## src/rtl/ccbr_pkg.sv

```systemverilog
package ccbr_pkg;

    localparam int unsigned COND_W = 4;
    localparam int unsigned KIND_W = 2;

    typedef enum logic [COND_W-1:0] {
        CC_T  = 4'd0,
        CC_F  = 4'd1,
        CC_HI = 4'd2,
        CC_LS = 4'd3,
        CC_CC = 4'd4,
        CC_CS = 4'd5,
        CC_NE = 4'd6,
        CC_EQ = 4'd7,
        CC_VC = 4'd8,
        CC_VS = 4'd9,
        CC_PL = 4'd10,
        CC_MI = 4'd11,
        CC_GE = 4'd12,
        CC_LT = 4'd13,
        CC_GT = 4'd14,
        CC_LE = 4'd15
    } cond_code_e;

    typedef enum logic [KIND_W-1:0] {
        KIND_BRANCH = 2'd0,
        KIND_SET    = 2'd1,
        KIND_LOOP   = 2'd2,
        KIND_RSVD   = 2'd3
    } op_kind_e;

    typedef enum logic {
        ST_IDLE  = 1'b0,
        ST_ISSUE = 1'b1
    } stage_state_e;

    typedef struct packed {
        logic neg;
        logic zero;
        logic ovf;
        logic carry;
    } flag_set_t;

endpackage

```

## src/rtl/ccbr_cond_eval.sv

```systemverilog
module ccbr_cond_eval
    import ccbr_pkg::*;
(
    input  flag_set_t  flags,
    input  cond_code_e code,
    output logic       holds,
    output logic       branch_ok
);

    logic sign_match;

    assign sign_match = (flags.neg == flags.ovf);

    always_comb begin
        unique case (code)
            CC_T:  holds = 1'b1;
            CC_F:  holds = 1'b0;
            CC_HI: holds = !flags.carry && !flags.zero;
            CC_LS: holds = flags.carry || flags.zero;
            CC_CC: holds = !flags.carry;
            CC_CS: holds = flags.carry;
            CC_NE: holds = !flags.zero;
            CC_EQ: holds = flags.zero;
            CC_VC: holds = !flags.ovf;
            CC_VS: holds = flags.ovf;
            CC_PL: holds = !flags.neg;
            CC_MI: holds = flags.neg;
            CC_GE: holds = sign_match;
            CC_LT: holds = !sign_match;
            CC_GT: holds = sign_match && !flags.zero;
            CC_LE: holds = flags.zero || !sign_match;
        endcase
    end

    // Constant codes are only legal for the set and loop kinds
    assign branch_ok = !(code inside {CC_T, CC_F});

endmodule

```

## src/rtl/ccbr_loop_step.sv

```systemverilog
module ccbr_loop_step #(
    parameter int unsigned REG_W = 32,
    parameter int unsigned CNT_W = 16
) (
    input  logic [REG_W-1:0] count_in,
    input  logic             holds,
    output logic [REG_W-1:0] count_next,
    output logic             dec_en,
    output logic             loop_on
);

    localparam int unsigned HI_W = REG_W - CNT_W;
    localparam logic [CNT_W-1:0] STOP_VAL = '1;

    logic [CNT_W-1:0] low_cur;
    logic [CNT_W-1:0] low_dec;
    logic [CNT_W-1:0] low_sel;

    assign low_cur = count_in[CNT_W-1:0];
    assign low_dec = low_cur - CNT_W'(1);
    assign dec_en  = !holds;
    assign low_sel = dec_en ? low_dec : low_cur;
    assign loop_on = dec_en && (low_dec != STOP_VAL);

    generate
        if (HI_W > 0) begin : g_split
            assign count_next = {count_in[REG_W-1:CNT_W], low_sel};
        end else begin : g_whole
            assign count_next = low_sel;
        end
    endgenerate

endmodule

```

## src/rtl/ccbr_result_mux.sv

```systemverilog
module ccbr_result_mux
    import ccbr_pkg::*;
#(
    parameter int unsigned REG_W = 32,
    parameter int unsigned SET_W = 8
) (
    input  op_kind_e         kind,
    input  logic             holds,
    input  logic             branch_ok,
    input  logic [REG_W-1:0] count_in,
    input  logic [REG_W-1:0] loop_count,
    input  logic             loop_dec,
    input  logic             loop_on,
    output logic             taken,
    output logic             illegal,
    output logic [SET_W-1:0] set_byte,
    output logic [REG_W-1:0] count_out,
    output logic             count_wr
);

    always_comb begin
        taken     = 1'b0;
        illegal   = 1'b0;
        set_byte  = '0;
        count_out = count_in;
        count_wr  = 1'b0;
        unique case (kind)
            KIND_BRANCH: begin
                taken   = holds && branch_ok;
                illegal = !branch_ok;
            end
            KIND_SET: begin
                set_byte = holds ? '1 : '0;
            end
            KIND_LOOP: begin
                taken     = loop_on;
                count_out = loop_count;
                count_wr  = loop_dec;
            end
            KIND_RSVD: begin
                illegal = 1'b1;
            end
        endcase
    end

endmodule

```

## src/rtl/ccbr_unit.sv

```systemverilog
module ccbr_unit
    import ccbr_pkg::*;
#(
    parameter int unsigned REG_W = 32,
    parameter int unsigned CNT_W = 16,
    parameter int unsigned SET_W = 8
) (
    input  logic             clk,
    input  logic             rst_n,
    input  logic             in_valid,
    input  logic [1:0]       in_kind,
    input  logic [3:0]       in_cond,
    input  logic             flag_n,
    input  logic             flag_z,
    input  logic             flag_v,
    input  logic             flag_c,
    input  logic [REG_W-1:0] in_count,
    output logic             out_valid,
    output logic             out_taken,
    output logic             out_illegal,
    output logic [SET_W-1:0] out_set_byte,
    output logic [REG_W-1:0] out_count,
    output logic             out_count_wr
);

    flag_set_t        flags;
    cond_code_e       code;
    op_kind_e         kind;
    logic             holds;
    logic             branch_ok;
    logic [REG_W-1:0] loop_count;
    logic             loop_dec;
    logic             loop_on;
    logic             res_taken;
    logic             res_illegal;
    logic [SET_W-1:0] res_set;
    logic [REG_W-1:0] res_count;
    logic             res_wr;
    stage_state_e     state_q;
    stage_state_e     state_d;

    assign flags = '{neg: flag_n, zero: flag_z, ovf: flag_v, carry: flag_c};
    assign code  = cond_code_e'(in_cond);
    assign kind  = op_kind_e'(in_kind);

    ccbr_cond_eval eval_i (
        .flags     (flags),
        .code      (code),
        .holds     (holds),
        .branch_ok (branch_ok)
    );

    ccbr_loop_step #(.REG_W(REG_W), .CNT_W(CNT_W)) step_i (
        .count_in   (in_count),
        .holds      (holds),
        .count_next (loop_count),
        .dec_en     (loop_dec),
        .loop_on    (loop_on)
    );

    ccbr_result_mux #(.REG_W(REG_W), .SET_W(SET_W)) mux_i (
        .kind       (kind),
        .holds      (holds),
        .branch_ok  (branch_ok),
        .count_in   (in_count),
        .loop_count (loop_count),
        .loop_dec   (loop_dec),
        .loop_on    (loop_on),
        .taken      (res_taken),
        .illegal    (res_illegal),
        .set_byte   (res_set),
        .count_out  (res_count),
        .count_wr   (res_wr)
    );

    // Next-state: GO_ISSUE on a valid input, GO_IDLE otherwise
    always_comb begin
        state_d = state_q;
        unique case (state_q)
            ST_IDLE:  state_d = in_valid ? ST_ISSUE : ST_IDLE;
            ST_ISSUE: state_d = in_valid ? ST_ISSUE : ST_IDLE;
        endcase
    end

    always_ff @(posedge clk or negedge rst_n) begin
        if (!rst_n) begin
            state_q <= ST_IDLE;
        end else begin
            state_q <= state_d;
        end
    end

    always_ff @(posedge clk or negedge rst_n) begin
        if (!rst_n) begin
            out_taken    <= 1'b0;
            out_illegal  <= 1'b0;
            out_set_byte <= '0;
            out_count    <= '0;
            out_count_wr <= 1'b0;
        end else if (in_valid) begin
            out_taken    <= res_taken;
            out_illegal  <= res_illegal;
            out_set_byte <= res_set;
            out_count    <= res_count;
            out_count_wr <= res_wr;
        end else begin
            out_taken    <= 1'b0;
            out_illegal  <= 1'b0;
            out_set_byte <= '0;
            out_count    <= '0;
            out_count_wr <= 1'b0;
        end
    end

    assign out_valid = (state_q == ST_ISSUE);

endmodule

```

## config.mk

```make
export PLATFORM = sky130hd
export DESIGN_NAME = ccbr_unit
export DESIGN_NICKNAME = d
export VERILOG_FILES = /design/src/rtl/ccbr_pkg.sv /design/src/rtl/ccbr_cond_eval.sv /design/src/rtl/ccbr_loop_step.sv /design/src/rtl/ccbr_result_mux.sv /design/src/rtl/ccbr_unit.sv
export SDC_FILE = /design/constraint.sdc
export NUM_CORES = 1
export LEC_CHECK = 0
export ABC_AREA = 1
export BUFFER_PORTS_ARGS = -buffer_cell sky130_fd_sc_hd__clkbuf_2
export CORE_ASPECT_RATIO = 0.8
export CORE_MARGIN = 3
export CORE_UTILIZATION = 35
export DETAILED_ROUTE_END_ITERATION = 10
export GPL_ROUTABILITY_DRIVEN = 0
export PLACE_DENSITY = 0.63
export SYNTH_ARGS = -nofsm -noshare
export SYNTH_HDL_FRONTEND = slang
export SYNTH_HIERARCHICAL = 1
export SYNTH_SLANG_ARGS = --single-unit
```

## constraint.sdc

```tcl
create_clock -name clk -period 0.8 [get_ports clk]
set_input_delay 0.12 -clock clk [delete_from_list [all_inputs] [get_ports clk]]
set_output_delay 0.12 -clock clk [all_outputs]
set_load 0.005 [all_outputs]
```

# [Word-level counts from Yosys, hierarchy flattened]
# Index checks and enable logic that the tools add are counted.
[totals] reg_bits=44 in_bits=45
[op_classes] n_addsub=1 eq_ne=20 mux=14 reduce_logical=16
[op_table] operator="== test 4 bit, second input constant" n=8
[op_table] operator="two-way mux 16 bit" n=2
[op_table] operator="two-way mux 32 bit" n=1
[op_table] operator="two-way mux 8 bit" n=3
[op_table] operator="== test 4 x 3 -> 1 bit, second input constant" n=4
[op_table] operator="inequality test 16 bit, second input constant" n=1
[op_table] operator="case mux 1 bit (16 select lines)" n=1
[op_table] operator="subtractor 16 x 1 -> 16 bit, second input constant" n=1
[op_table] operator="== test 4 x 2 -> 1 bit, second input constant" n=2
[op_table] operator="zero test 1 bit" n=7
[op_table] operator="two-way mux 1 bit" n=5
[op_table] operator="== test 2 bit, second input constant" n=2
[op_table] operator="== test 4 x 1 -> 1 bit, second input constant" n=1
[op_table] operator="logical AND 1 bit" n=4
[op_table] operator="zero test 4 bit" n=1
[op_table] operator="case mux 1 bit (2 select lines)" n=2
[op_table] operator="== test 2 x 1 -> 1 bit, second input constant" n=1
[op_table] operator="zero test 2 bit" n=1
[op_table] operator="logical OR 1 bit" n=2
[op_table] operator="nonzero test 2 bit" n=1
[op_table] operator="== test 1 bit" n=1

# [Longest topological paths before layout]
[depth] depth_word=8 depth_mapped=16

# [By module]
# The synthesis kept the hierarchy.
[by_module_without_submodules] mod="ccbr_unit" n_inst=1 cells_each=135 area_per_inst_um2=1476.4
[by_module_without_submodules] mod="ccbr_loop_step" n_inst=1 cells_each=159 area_per_inst_um2=823.3
[by_module_without_submodules] mod="ccbr_result_mux" n_inst=1 cells_each=129 area_per_inst_um2=728.2
[by_module_without_submodules] mod="ccbr_cond_eval" n_inst=1 cells_each=52 area_per_inst_um2=209.0

# [Worst setup path before layout]
# Ideal clock, no wire load.
[synth_timing] path_type="in2reg" from="in in_cond[0]" to="reg out_count[15]" arrival_time_ns=1.448 path_slack_ns=-0.710 cell_stages=16 n_path_buf=1 path_cell_list="inv_2 > nand2_1 > nand2_1 > nand2_1 > nand2_1 > nand2_1 > nand2_1 > nor2_1 > nand2_1 > clkinv_1 > clkbuf_1 > a31oi_1 > nand2_1 > o21ai_2 > nand2_1 > inv_1"
[synth_via] elab_chain_len=5
[synth_rtl] element="start, declared" line="ccbr_unit.sv:12" source="input logic [3:0] in_cond,"
[synth_rtl] element="== test 4 bit, or another cell as far along" line="ccbr_cond_eval.sv:15" source="unique case (code)"
[synth_rtl] element="case mux 1 bit (16 select lines) (*)" line="ccbr_cond_eval.sv:15"
[synth_rtl] element="via holds" line="ccbr_unit.sv:29" source="logic holds;"
[synth_rtl] element="two-way mux 16 bit (*)" line="ccbr_loop_step.sv:22" source="assign low_sel = dec_en ? low_dec : low_cur;"
[synth_rtl] element="via loop_count[15]" line="ccbr_unit.sv:31" source="logic [REG_W-1:0] loop_count;"
[synth_rtl] element="two-way mux 16 bit (*)" line="ccbr_result_mux.sv:27" source="unique case (kind)"
[synth_rtl] element="via res_count[15]" line="ccbr_unit.sv:37" source="logic [REG_W-1:0] res_count;"
[synth_rtl] element="two-way mux 32 bit (*)" line="ccbr_unit.sv:100" source="end else if (in_valid) begin"
[synth_rtl] element="end signal, assigned" line="ccbr_unit.sv:104" source="out_count <= res_count;"
[synth_rtl] element="end, declared" line="ccbr_unit.sv:22" source="output logic [REG_W-1:0] out_count,"
# The timed path passes the listed nets; every way through them passes the cells marked *.

# [Worst setup path in the final report]
[layout_timing] from="in in_count[0]" to="reg out_taken"
[layout_via] elab_chain_len=5
[layout_rtl] element="start, declared" line="ccbr_unit.sv:17" source="input logic [REG_W-1:0] in_count,"
[layout_rtl] element="subtractor 16 x 1 -> 16 bit" line="ccbr_loop_step.sv:20" source="assign low_dec = low_cur - CNT_W'(1);"
[layout_rtl] element="inequality test 16 bit" line="ccbr_loop_step.sv:23" source="assign loop_on = dec_en && (low_dec != STOP_VAL);"
[layout_rtl] element="logical AND 1 bit" line="ccbr_loop_step.sv:23"
[layout_rtl] element="via loop_on" line="ccbr_unit.sv:33" source="logic loop_on;"
[layout_rtl] element="case mux 1 bit (2 select lines)" line="ccbr_result_mux.sv:27"
[layout_rtl] element="via res_taken" line="ccbr_unit.sv:34" source="logic res_taken;"
[layout_rtl] element="two-way mux 1 bit" line="ccbr_unit.sv:100"
[layout_rtl] element="end signal, assigned" line="ccbr_unit.sv:101" source="out_taken <= res_taken;"
[layout_rtl] element="end, declared" line="ccbr_unit.sv:19" source="output logic out_taken,"
# The timed path passes the listed nets, and every way through them passes these cells.

==> results.md <==
- Worst hold path type: in -> reg
- P_int: between 4 and 5 mW
- Worst path required time: 0.98 ns
- Die Ht: 92.0 um
- Headroom to the max-slew limit: 84.4%
- CTS tree: built
- Diodes inserted: 0
- Layout Utilization: 52.1%
- Status: complete, but fails checks
- Initial Util: 37.0%
- Dpl hpwl: 5660 um
- Worst-margin pin slew: 0.233 ns
- Global-route wire length before repair: 12400 um
- Num CTS Buffers: 5
- Crit path DAT: roughly 1.5 ns
- Post-synthesis cell area: 3240 um2
- Failing checks: setup timing
- Seq pwr share: 35.6%
- Logic pwr share: 28.1%
- Pwr Density: 1470 nW/um2
- Pre-CTS setup slack: -0.898 ns
- Max-cap violations: 0
- Die width: 114 um
- I/O pins: 89
- Core Footprint: roughly 9000 um2
- Die area: 10400 um2
- Crit share post-route: 163%
- Share of cells above drive strength 1: between 40% and 50%
- Pin count of the biggest net entering global routing: 45
- Avg WL per Cell: 11.1 um
- Area Overhead vs Synth: 40.8%
- Vias in the first global route: 2780
- Sink count of the clock tree: 44
- Sequential area share after synthesis: 34.0%
- Clk pwr share: roughly 36%
- Setup WS post-layout: -0.503 ns
- Synth Instances: 475
- Hold Violations, Final: 0
- Mapped Nets: 528
- Top layer in use: met4
- Synthesized flop and latch total: 44
- Ys async rst share: 100%
- Initial antenna violation count: 0
- Synth Flop Type: dfrtp_1
- Met2 WL: between 3000 and 4000 um
- WL met1: about 3500 um
- Largest cells by area after synthesis: dfrtp_1 (34%), nand2_1 (18%), inv_1 (12%)
- Slew Limit Fails: 0
- Clock Path Buffers: 2
- Vias per cell: 4.37
- TritonRoute pass-1 iters: 4
- Top cell type's share of synthesized area: 34.0%
- FP Rows: 30
- CP Capture Type: flip-flop
- DRC viols: 0
- Leakage Power: 2.77 nW
- Clock root buffer master: clkbuf_16
- Most common cell in the synthesized netlist: nand2_1
- Finish-stage setup viols: 70
- EDFF count, synth: 0
- Clk slew on worst S/H paths: roughly 0.07 ns
- Sw Share: 28.9%
- Type of origin of the critical path: input pin
- Max VDD drop: 0.000948 V
- Final wirelength: 7710 um
- Post-Syn Area per Cell: 6.81 um2
- YS warnings: 6
- Layout net count: between 600 and 700
- Critical setup path kind: in -> reg
- RSZ-0062 raised after global routing: yes
- Critical Path Start: in_count[0]
- Hold_sp: in_count[23]
- Setup TNS: -13.86 ns
- Synth top cells by count: nand2_1 (158), inv_1 (103), dfrtp_1 (44)
- Met3 routed WL: 355 um
- DR vias: 3034
- Global route overflow: 0
- Gr usage total: 14.5%
- Port bufs: 88
- Fmax: around 0.77 GHz
- Final Total Pwr: 6.71 mW
- Final min period: ~1.3 ns
- Synth cell types: 26
- H-tree levels: 2
- Post-synth top area cell: dfrtp_1
- Maximum net fanout on the critical path: 5
- 1st-iter DRT viols: 106
- ANT nets after route: 0
- Sw Pwr: 1.94 mW
per-layer routing:
metal | vias to the layer above | GRT usage (%)
met5 | - | 0
met4 | 0 | 4.50
met3 | 9 | 2.64
met2 | 62 | 24.6
met1 | 1349 | 18.6
li1 | 1614 | -
per-stage QoR:
step	area, um2	hold WS, ns	instances
after floorplan	3430	-0.176	475
after global placement	4020	-0.0541	675
after detailed placement	4020	-0.0472	675
after CTS	4370	0.123	689
after global routing	4560	0.141	695
final	4560	0.125	695
cell type report:
type	instances	area [um2]
fillers	857	4190
multi-input cells	285	1630
flip-flops and latches	44	1100
repair buffers	135	1010
inverters	109	482
well taps	112	140
clock buffers	6	139
clock inverters	2	38.8
repair inverters	2	15.0
registers in the layout, summed over array words and instances, names as in the netlist:
register / cells
out_set_byte: 8
out_count_wr: 1
out_illegal: 1
out_count: 32
out_valid: 1
out_taken: 1
critical path, stage by stage:
cell and delay [ns]:
clkbuf_16 0.14, inv_16 0.05, ha_4 0.13, nand3_4 0.12, nor2_4 0.15, nand2_1 0.06, nand2_1 0.09, nand2_2 0.06
nor2_2 0.10, nand3_1 0.08, nor2_1 0.10, nor2_1 0.06, nand2_1 0.07, a21oi_2 0.05, nand2_1 0.05, inv_1 0.04
placed cells by master (no fill, tap or decap), types with 17 or more instances in the layout:
cell,n
nand2_1,132
inv_1,97
clkbuf_2,82
dfrtp_1,44
buf_4,35
o21ai_2,28
nand2_2,23
nor2_1,19
o21ai_1,19
nand3_1,17
kinds of logic after synthesis:
group,after synthesis,share of synthesized area [%]
AND/OR/NAND/NOR,221,29.5
buffers and inverters,146,22.1
AO/OA/AOI/OAI,54,10.7
flip-flops,44,34.0
adder cells (fa/ha/maj),8,3.09
XOR/XNOR,2,0.541
timing repair:
item,4_1_cts,5_1_grt
gates cloned,2,4
hold endpoints to repair,44,0
hold buffers,1,0
pin swaps,25,28
setup buffers,3,2
endpoints found under the setup margin,70,85
gates resized for setup,32,34
final timing paths:
path / end / slack (ns) / cells past startpoint
min in group asynchronous: out_count[0]$_DFF_PN0_ / 0.20 / 2
min: out_count[23]$_DFF_PN0_ / 0.13 / 5
max: out_taken$_DFF_PN0_ / -0.50 / 16
max in group asynchronous: out_count[19]$_DFF_PN0_ / 0.13 / 3
power groups by stage:
stage	Combinational (mW)	Clock (mW)	Sequential, mW
2_1_floorplan	0.996	0	2.45
3_3_place_gp	1.54	0	2.43
3_5_place_dp	1.58	0	2.43
4_1_cts	1.73	2.51	2.39
5_1_grt	2.10	2.60	2.40
6_report	1.88	2.44	2.39
No activity file was read; power rests on OpenSTA's default activity.
